<file path="src/rtl/mbox_pkg.sv">
package mbox_pkg;
  localparam int BYTE_W = 8;
  localparam int ULVL_W = 17;

  localparam logic [7:0]  OP_SET_LEVEL = 8'h65;
  localparam logic [7:0]  OP_SET_PIPE  = 8'h66;
  localparam logic [7:0]  OP_SET_BL    = 8'h67;
  localparam logic [7:0]  LEVEL_OFF    = 8'hFF;
  localparam logic [15:0] RAMP_BOUND   = 16'hFFFF;

  typedef enum logic [1:0] {
    K_LEVEL     = 2'd0,
    K_DISABLE   = 2'd1,
    K_BACKLIGHT = 2'd2,
    K_RSVD      = 2'd3
  } req_kind_e;

  typedef enum logic [3:0] {
    ST_IDLE,
    ST_PRE_WAIT,
    ST_LVL_CMD,
    ST_LVL_RAISE,
    ST_BOUND,
    ST_PIPE_CMD,
    ST_PIPE_RAISE,
    ST_PIPE_WAIT,
    ST_USER_LVL,
    ST_RAMP,
    ST_BL_CMD,
    ST_BL_RAISE,
    ST_BL_WAIT
  } seq_state_e;

  // 8-bit level to unsigned 1.16, scaled by 256/255 with rounding
  function automatic logic [ULVL_W-1:0] widen_level(input logic [BYTE_W-1:0] lvl);
    return {1'b0, lvl, lvl} + ULVL_W'(lvl[BYTE_W-1]);
  endfunction
endpackage

</file>
<file path="src/rtl/mbox_poll_timer.sv">
module mbox_poll_timer #(
  parameter int LIMIT = 80000
) (
  input  logic clk_i,
  input  logic rst_ni,
  input  logic run_i,
  input  logic flag_i,
  output logic expired_o
);
  localparam int CNT_W = $clog2(LIMIT + 1);
  localparam logic [CNT_W-1:0] LAST = CNT_W'(LIMIT - 1);

  logic [CNT_W-1:0] cnt_q;
  logic             polling;

  assign polling   = run_i && flag_i;
  assign expired_o = polling && (cnt_q == LAST);

  always_ff @(posedge clk_i or negedge rst_ni) begin
    if (!rst_ni)        cnt_q <= '0;
    else if (!polling)  cnt_q <= '0;
    else if (!expired_o) cnt_q <= cnt_q + 1'b1;
  end
endmodule

</file>
<file path="src/rtl/mbox_fsm.sv">
module mbox_fsm
  import mbox_pkg::*;
#(
  parameter int DATA_W = 32
) (
  input  logic              clk_i,
  input  logic              rst_ni,
  input  logic              req_valid_i,
  input  logic [1:0]        req_kind_i,
  input  logic [BYTE_W-1:0] req_level_i,
  input  logic [BYTE_W-1:0] req_pipe_i,
  input  logic [BYTE_W-1:0] req_bl_i,
  input  logic [DATA_W-1:0] req_ramp_i,
  input  logic              flag_i,
  input  logic              expired_i,
  output seq_state_e        state_o,
  output logic              wait_o,
  output logic              busy_o,
  output logic              err_o,
  output logic [BYTE_W-1:0] level_o,
  output logic [BYTE_W-1:0] pipe_o,
  output logic [BYTE_W-1:0] bl_o,
  output logic [DATA_W-1:0] ramp_o
);
  seq_state_e state_q, state_d;
  req_kind_e  kind;
  logic       accept;
  logic       err_q;
  logic [BYTE_W-1:0] level_q, pipe_q, bl_q;
  logic [DATA_W-1:0] ramp_q;

  assign kind   = req_kind_e'(req_kind_i);
  assign accept = (state_q == ST_IDLE) && req_valid_i && (kind != K_RSVD);

  always_comb begin
    state_d = state_q;
    unique case (state_q)
      ST_IDLE:       if (accept) state_d = (kind == K_BACKLIGHT) ? ST_BOUND : ST_PRE_WAIT;
      ST_PRE_WAIT:   if (!flag_i) state_d = ST_LVL_CMD;
                     else if (expired_i) state_d = ST_IDLE;
      ST_LVL_CMD:    state_d = ST_LVL_RAISE;
      ST_LVL_RAISE:  state_d = ST_IDLE;
      ST_BOUND:      state_d = ST_PIPE_CMD;
      ST_PIPE_CMD:   state_d = ST_PIPE_RAISE;
      ST_PIPE_RAISE: state_d = ST_PIPE_WAIT;
      ST_PIPE_WAIT:  if (!flag_i) state_d = ST_USER_LVL;
                     else if (expired_i) state_d = ST_IDLE;
      ST_USER_LVL:   state_d = ST_RAMP;
      ST_RAMP:       state_d = ST_BL_CMD;
      ST_BL_CMD:     state_d = ST_BL_RAISE;
      ST_BL_RAISE:   state_d = ST_BL_WAIT;
      ST_BL_WAIT:    if (!flag_i || expired_i) state_d = ST_IDLE;
      default:       state_d = ST_IDLE;
    endcase
  end

  always_ff @(posedge clk_i or negedge rst_ni) begin
    if (!rst_ni) begin
      state_q <= ST_IDLE;
      err_q   <= 1'b0;
      level_q <= '0;
      pipe_q  <= '0;
      bl_q    <= '0;
      ramp_q  <= '0;
    end else begin
      state_q <= state_d;
      if (expired_i) err_q <= 1'b1;
      if (accept) begin
        level_q <= (kind == K_DISABLE) ? LEVEL_OFF : req_level_i;
        pipe_q  <= req_pipe_i;
        bl_q    <= req_bl_i;
        ramp_q  <= req_ramp_i;
      end
    end
  end

  assign state_o = state_q;
  assign wait_o  = (state_q == ST_PRE_WAIT) || (state_q == ST_PIPE_WAIT) ||
                   (state_q == ST_BL_WAIT);
  assign busy_o  = (state_q != ST_IDLE);
  assign err_o   = err_q;
  assign level_o = level_q;
  assign pipe_o  = pipe_q;
  assign bl_o    = bl_q;
  assign ramp_o  = ramp_q;
endmodule

</file>
<file path="src/rtl/mbox_word_fmt.sv">
module mbox_word_fmt
  import mbox_pkg::*;
#(
  parameter int DATA_W = 32
) (
  input  seq_state_e        state_i,
  input  logic [BYTE_W-1:0] level_i,
  input  logic [BYTE_W-1:0] pipe_i,
  input  logic [BYTE_W-1:0] bl_i,
  input  logic [DATA_W-1:0] ramp_i,
  output logic              flag_set_o,
  output logic              cmd_we_o,
  output logic [DATA_W-1:0] cmd_wdata_o,
  output logic              data_we_o,
  output logic [DATA_W-1:0] data_wdata_o,
  output logic              lvl_we_o,
  output logic [ULVL_W-1:0] lvl_wdata_o
);
  always_comb begin
    flag_set_o   = 1'b0;
    cmd_we_o     = 1'b0;
    cmd_wdata_o  = '0;
    data_we_o    = 1'b0;
    data_wdata_o = '0;
    lvl_we_o     = 1'b0;
    lvl_wdata_o  = '0;
    unique case (state_i)
      ST_LVL_CMD: begin
        cmd_we_o    = 1'b1;
        cmd_wdata_o = DATA_W'({level_i, 8'h00, OP_SET_LEVEL});
      end
      ST_BOUND: begin
        data_we_o    = 1'b1;
        data_wdata_o = DATA_W'(RAMP_BOUND);
      end
      ST_PIPE_CMD: begin
        cmd_we_o    = 1'b1;
        cmd_wdata_o = DATA_W'({8'h00, pipe_i, OP_SET_PIPE});
      end
      ST_USER_LVL: begin
        lvl_we_o    = 1'b1;
        lvl_wdata_o = widen_level(bl_i);
      end
      ST_RAMP: begin
        data_we_o    = 1'b1;
        data_wdata_o = (pipe_i == '0) ? '0 : ramp_i;
      end
      ST_BL_CMD: begin
        cmd_we_o    = 1'b1;
        cmd_wdata_o = DATA_W'({8'h00, pipe_i, OP_SET_BL});
      end
      ST_LVL_RAISE, ST_PIPE_RAISE, ST_BL_RAISE: flag_set_o = 1'b1;
      default: ;
    endcase
  end
endmodule

</file>
<file path="src/rtl/mbox_seq.sv">
module mbox_seq
  import mbox_pkg::*;
#(
  parameter int DATA_W     = 32,
  parameter int POLL_LIMIT = 80000
) (
  input  logic              clk_i,
  input  logic              rst_ni,
  input  logic              req_valid_i,
  input  logic [1:0]        req_kind_i,
  input  logic [7:0]        req_level_i,
  input  logic [7:0]        req_pipe_i,
  input  logic [7:0]        req_bl_i,
  input  logic [DATA_W-1:0] req_ramp_i,
  output logic              busy_o,
  output logic              err_o,
  input  logic              flag_i,
  output logic              flag_set_o,
  output logic              cmd_we_o,
  output logic [DATA_W-1:0] cmd_wdata_o,
  output logic              data_we_o,
  output logic [DATA_W-1:0] data_wdata_o,
  output logic              lvl_we_o,
  output logic [16:0]       lvl_wdata_o
);
  seq_state_e        state;
  logic              waiting, expired;
  logic [BYTE_W-1:0] level_q, pipe_q, bl_q;
  logic [DATA_W-1:0] ramp_q;

  mbox_fsm #(.DATA_W(DATA_W)) u_fsm (
    .clk_i       (clk_i),
    .rst_ni      (rst_ni),
    .req_valid_i (req_valid_i),
    .req_kind_i  (req_kind_i),
    .req_level_i (req_level_i),
    .req_pipe_i  (req_pipe_i),
    .req_bl_i    (req_bl_i),
    .req_ramp_i  (req_ramp_i),
    .flag_i      (flag_i),
    .expired_i   (expired),
    .state_o     (state),
    .wait_o      (waiting),
    .busy_o      (busy_o),
    .err_o       (err_o),
    .level_o     (level_q),
    .pipe_o      (pipe_q),
    .bl_o        (bl_q),
    .ramp_o      (ramp_q)
  );

  mbox_poll_timer #(.LIMIT(POLL_LIMIT)) u_timer (
    .clk_i     (clk_i),
    .rst_ni    (rst_ni),
    .run_i     (waiting),
    .flag_i    (flag_i),
    .expired_o (expired)
  );

  mbox_word_fmt #(.DATA_W(DATA_W)) u_fmt (
    .state_i      (state),
    .level_i      (level_q),
    .pipe_i       (pipe_q),
    .bl_i         (bl_q),
    .ramp_i       (ramp_q),
    .flag_set_o   (flag_set_o),
    .cmd_we_o     (cmd_we_o),
    .cmd_wdata_o  (cmd_wdata_o),
    .data_we_o    (data_we_o),
    .data_wdata_o (data_wdata_o),
    .lvl_we_o     (lvl_we_o),
    .lvl_wdata_o  (lvl_wdata_o)
  );
endmodule

</file>
<file path="config.mk">
export PLATFORM = sky130hd
export DESIGN_NAME = mbox_seq
export DESIGN_NICKNAME = d
export VERILOG_FILES = /design/src/rtl/mbox_pkg.sv /design/src/rtl/mbox_poll_timer.sv /design/src/rtl/mbox_fsm.sv /design/src/rtl/mbox_word_fmt.sv /design/src/rtl/mbox_seq.sv
export SDC_FILE = /design/constraint.sdc
export NUM_CORES = 1
export LEC_CHECK = 0
export ABC_AREA = 1
export BUFFER_PORTS_ARGS = -buffer_cell sky130_fd_sc_hd__buf_2
export CAP_MARGIN = 20
export CORE_MARGIN = 3
export CORE_UTILIZATION = 50
export DETAILED_ROUTE_END_ITERATION = 10
export GPL_ROUTABILITY_DRIVEN = 0
export PLACE_DENSITY = 0.78
export REMOVE_ABC_BUFFERS = 1
export SYNTH_ARGS = -nofsm -noshare
export SYNTH_HDL_FRONTEND = slang
export SYNTH_HIERARCHICAL = 1
export SYNTH_SLANG_ARGS = --single-unit
</file>
<file path="constraint.sdc">
create_clock -name clk_i -period 2.45 [get_ports clk_i]
set_input_delay 0.3675 -clock clk_i [delete_from_list [all_inputs] [get_ports clk_i]]
set_output_delay 0.3675 -clock clk_i [all_outputs]
set_load 0.01 [all_outputs]
</file>
==> flow_summary.html <==
<table>
<tr><th>Metric</th><th>Value</th></tr>
<tr><th colspan="2">Synth</th></tr>
<tr><td>Leading area contributor after synthesis</td><td>dfrtp_1</td></tr>
<tr><td>Arithmetic-cell share of the synthesized area counting full adders, half adders and majority gates</td><td>0.00776</td></tr>
<tr><td>Xor and xnor area share after synthesis</td><td>0.00724</td></tr>
<tr><td>Simple logic cell fraction of the synthesized area</td><td>0.365</td></tr>
<tr><td>Synthesized instance count</td><td>701</td></tr>
<tr><td>Synthesized area divided by synthesized cell count</td><td>6.90 um2</td></tr>
<tr><td>Proportion of synthesized chip area in sequential cells</td><td>0.404</td></tr>
<tr><td>Post-synth cell types</td><td>36</td></tr>
<tr><td>Largest family of logic cells by synthesized area</td><td>simple AND/OR/NAND/NOR gates</td></tr>
<tr><td>Fraction of synthesized cell area taken by the top area cell type</td><td>0.404</td></tr>
<tr><td>Fraction of the mapped netlist area in compound gates</td><td>0.101</td></tr>
<tr><td>Summed instance area of the synthesized netlist</td><td>4840 um2</td></tr>
<tr><td>Mux contribution to synthesized area</td><td>0</td></tr>
<tr><td>Warnings, synthesis</td><td>6</td></tr>
<tr><td>Most area-consuming cells after synthesis</td><td>dfrtp_1, nand2_1, nor2_1</td></tr>
<tr><td>Flip-flop and latch count after synthesis</td><td>78</td></tr>
<tr><th colspan="2">Hold path</th></tr>
<tr><td>Path class of the lowest-slack min-delay path</td><td>in2reg</td></tr>
<tr><th colspan="2">STA</th></tr>
<tr><td>Unrepaired setup endpoints after global routing</td><td>no</td></tr>
<tr><td>Number of pins with negative max-slew slack in the final report</td><td>0</td></tr>
<tr><td>Max Freq</td><td>433 MHz</td></tr>
<tr><td>Period utilisation layout</td><td>0.943</td></tr>
<tr><td>Number of hold-slack violations in the final timing report</td><td>0</td></tr>
<tr><td>Hold slack final</td><td>201 ps</td></tr>
<tr><td>Minimum clock period</td><td>about 2300 ps</td></tr>
<tr><td>Headroom to the max-slew limit</td><td>0.629</td></tr>
<tr><td>Setup Total Neg Slack</td><td>0 ps</td></tr>
<tr><td>Worst Clk Skew</td><td>21.7 ps</td></tr>
<tr><td>Actual transition at the worst max-transition pin</td><td>555 ps</td></tr>
<tr><td># setup viols final</td><td>0</td></tr>
<tr><th colspan="2">GRT</th></tr>
<tr><td>Largest net degree at the start of global routing</td><td>51</td></tr>
<tr><td>GR Layer Usage met3</td><td>0.0360</td></tr>
<tr><td>Wire length of the first global-routing pass</td><td>20.8 mm</td></tr>
<tr><td>M1 GR Usage</td><td>0.299</td></tr>
<tr><td>Via count of the first global-routing pass</td><td>between 4000 and 5000</td></tr>
<tr><td>Initial antenna violation count</td><td>0</td></tr>
<tr><td>Routing usage on met2</td><td>0.376</td></tr>
<tr><td>Gr ovfl total</td><td>0</td></tr>
<tr><td>Gr busiest metal</td><td>met2</td></tr>
<tr><td>Global-route usage over all layers</td><td>0.229</td></tr>
<tr><th colspan="2">Finish</th></tr>
<tr><td>Fin util</td><td>0.621</td></tr>
<tr><td>Storage element area</td><td>1950 um2</td></tr>
<tr><td>Final net count</td><td>about 900</td></tr>
<tr><td>Area used by multi-input combinational logic</td><td>2380 um2</td></tr>
<tr><td>Fraction of final layout cells with drive strength greater than 1</td><td>0.239</td></tr>
<tr><td>Number of inserted diodes</td><td>0</td></tr>
<tr><td>P&amp;R area growth vs syn</td><td>19.7%</td></tr>
<tr><td>Filler instances</td><td>about 830</td></tr>
<tr><td>Finished Cell Area</td><td>5790 um2</td></tr>
<tr><th colspan="2">Setup path</th></tr>
<tr><td>Worst endpoint data arrival time</td><td>between 1500 and 2000 ps</td></tr>
<tr><td>Cells traversed along the worst timing path</td><td>inv_2, nor2_2, nand3_1, nand3_1, buf_2</td></tr>
<tr><td>Slack of the worst reg-to-reg path</td><td>roughly 240 ps</td></tr>
<tr><td>Critical path required time</td><td>2080 ps</td></tr>
<tr><td>Type of element capturing the critical path</td><td>output port</td></tr>
<tr><td>Largest driver fanout on the critical path</td><td>11</td></tr>
<tr><td>Crit-path max cell delay</td><td>510 ps</td></tr>
<tr><td>Crit-path leading delay family</td><td>simple AND/OR/NAND/NOR gates</td></tr>
<tr><td>Cell repeated most along the worst path</td><td>nand3_1</td></tr>
<tr><td>CP max stage cell</td><td>dfrtp_1</td></tr>
<tr><td>Bufs and invs on worst path</td><td>2</td></tr>
<tr><td>CP startpoint kind</td><td>flop</td></tr>
<tr><td>Worst Setup Path Type</td><td>reg2out</td></tr>
<tr><th colspan="2">Placed design</th></tr>
<tr><td>Total placed instance area</td><td>5530 um2</td></tr>
<tr><td>Half-perimeter wire length of the detailed placement result</td><td>8.89 mm</td></tr>
<tr><td>Port Buffers</td><td>around 140</td></tr>
<tr><th colspan="2">Floorplanning</th></tr>
<tr><td>Std-Cell Core Area</td><td>9330 um2</td></tr>
<tr><td>Starting density of the core</td><td>0.518</td></tr>
<tr><td>Die span in y</td><td>104 um</td></tr>
<tr><td>Number of standard-cell rows in the floorplan</td><td>35</td></tr>
<tr><td>Top Ports</td><td>approximately 150</td></tr>
<tr><td>Area of the die</td><td>10900 um2</td></tr>
<tr><td>Die boundary width</td><td>approximately 100 um</td></tr>
<tr><th colspan="2">CTS</th></tr>
<tr><td>Clock transition at the register clock pins on the worst setup and hold paths after CTS</td><td>90 ps</td></tr>
<tr><td>Maximum level of the CTS H-tree</td><td>3</td></tr>
<tr><td>Worst skew pair latency</td><td>360 ps</td></tr>
<tr><td>Clock tree from TritonCTS</td><td>done</td></tr>
<tr><td>Library cell used as clock root buffer</td><td>clkbuf_8</td></tr>
<tr><td>CTS sink count</td><td>78</td></tr>
<tr><td>Clock tree buffer depth</td><td>2</td></tr>
<tr><td>TritonCTS Buffers</td><td>9</td></tr>
<tr><th colspan="2">Drt</th></tr>
<tr><td>Mean routed wirelength per cell</td><td>12.8 um</td></tr>
<tr><td>Antenna viol nets, final</td><td>0</td></tr>
<tr><td>Overall routed net length</td><td>12.3 mm</td></tr>
<tr><td>Via count</td><td>4822</td></tr>
<tr><td>DRC Markers</td><td>0</td></tr>
<tr><td>DRT Pass-1 Iters</td><td>5</td></tr>
<tr><td>Detail-routed via count per cell</td><td>5.01</td></tr>
<tr><td>Iteration-0 DRC Markers</td><td>289</td></tr>
<tr><th colspan="2">Power and ir drop</th></tr>
<tr><td>Max rail drop VDD</td><td>0.471 mV</td></tr>
<tr><td>Power Dens Cells</td><td>roughly 950 nW/um2</td></tr>
<tr><td>Leakage component of the power</td><td>3.21 nW</td></tr>
<tr><th colspan="2">Job</th></tr>
<tr><td>Total of max-cap violations</td><td>0</td></tr>
<tr><th colspan="2">Run status</th></tr>
<tr><td>Status</td><td>completed</td></tr>
</table>
-- registers in the layout (all words and copies together) (netlist names) --
| signal | count |
|---|---|
| u_fsm/err_o | 1 |
| u_fsm/pipe_o | 8 |
| u_fsm/bl_o | 8 |
| u_fsm/ramp_o | 32 |
| u_timer/cnt_q | 17 |
| u_fsm/state_o | 4 |
| u_fsm/level_o | 8 |
-- cell usage in the layout, fill, tap and decap left out, types with 8 or more instances in the layout --
| cell type | instances |
|---|---|
| nor2_1 | 123 |
| dfrtp_1 | 77 |
| nand3_1 | 28 |
| a21boi_0 | 8 |
| conb_1 | 11 |
| nand2_1 | 226 |
| a21oi_1 | 14 |
| inv_1 | 66 |
| clkbuf_8 | 9 |
| nand2_2 | 8 |
| o21ai_0 | 53 |
| buf_2 | 136 |
-- cell type report --
cell class,instances,share of cell area
inverter,73,0.0482
tap,129,0.0279
multi-input combinational,521,0.411
sequential,78,0.337
clock buffer,9,0.0214
clock inverter,6,0.0192
timing repair buffer,146,0.135
-- path summary, 6_finish.rpt --
path,start,end,cells past startpoint
worst max-delay path,u_fsm/state_o[1]$_DFFE_PN0P_,cmd_wdata_o[5],5
min in group asynchronous,rst_ni,u_fsm/ramp_o[6]$_DFFE_PN0P_,2
worst min register to register,u_fsm/ramp_o[16]$_DFFE_PN0P_,u_fsm/ramp_o[16]$_DFFE_PN0P_,2
max in group asynchronous,rst_ni,u_fsm/level_o[3]$_DFFE_PN0P_,3
worst max register to register,u_fsm/state_o[2]$_DFFE_PN0P_,u_fsm/state_o[2]$_DFFE_PN0P_,15
worst min-delay path,req_ramp_i[12],u_fsm/ramp_o[12]$_DFFE_PN0P_,3
-- cells in the mapped netlist (all sizes together) --
cell type  number
xor2            4
a21boi          8
clkbuf          8
buf            31
o21ai          56
nand3          32
a21oi          18
nor3            3
o211ai          2
nand3b          1
or2             1
nand4           7
o31ai           2
clkinv          3
o21bai          1
nor2          135
dfrtp          78
nand2         235
conb            1
nor3b           2
inv            70
ha              3
-- layer usage --
layer	up-vias	part of all wire
li1	2401	-
met1	2198	0.44
met2	192	0.47
met3	31	0.066
met4	0	0.025
met5	-	0
-- power by group --
group          leakage (nW)  total [W]  switching (W)  internal, W
registers             0.985    0.00211       0.000354      0.00176
logic                  2.11    0.00225        0.00148     0.000773
clock network         0.115    0.00115       0.000483     0.000671
-- kinds of logic (layout without fill, tap and decap cells) --
kind of cell,count (synthesis),in the layout
fa+ha+maj,3,3
xor+xnor,4,4
buf+inv,112,234
other cells,1,11
simple gates,416,416
flops,78,78
compound gates,87,87
-- per-stage QoR --
step / total power [W] / instances / setup slack [ps]
after floorplan: 0.00352 / 672 / 296
after CTS: 0.00551 / 962 / 101
after global placement: 0.00424 / 946 / 446
after global routing: 0.00598 / 962 / 6.92
after detailed placement: 0.00435 / 946 / 299
final: 0.00552 / 962 / 139
-- tightest hold or removal path, cell delays in order --
cell,delay (ps)
buf_2,70
nand2_1,40
nand2_1,50
-- what timing repair did --
| action | CTS | global route |
|---|---|---|
| resized for setup | 0 | 5 |
| setup buffers | 0 | 0 |
| setup endpoints to repair | 0 | 21 |
| hold buffers | 1 | 0 |
| hold endpoints to repair | 33 | 0 |
Power figures use the tool's default switching activity.
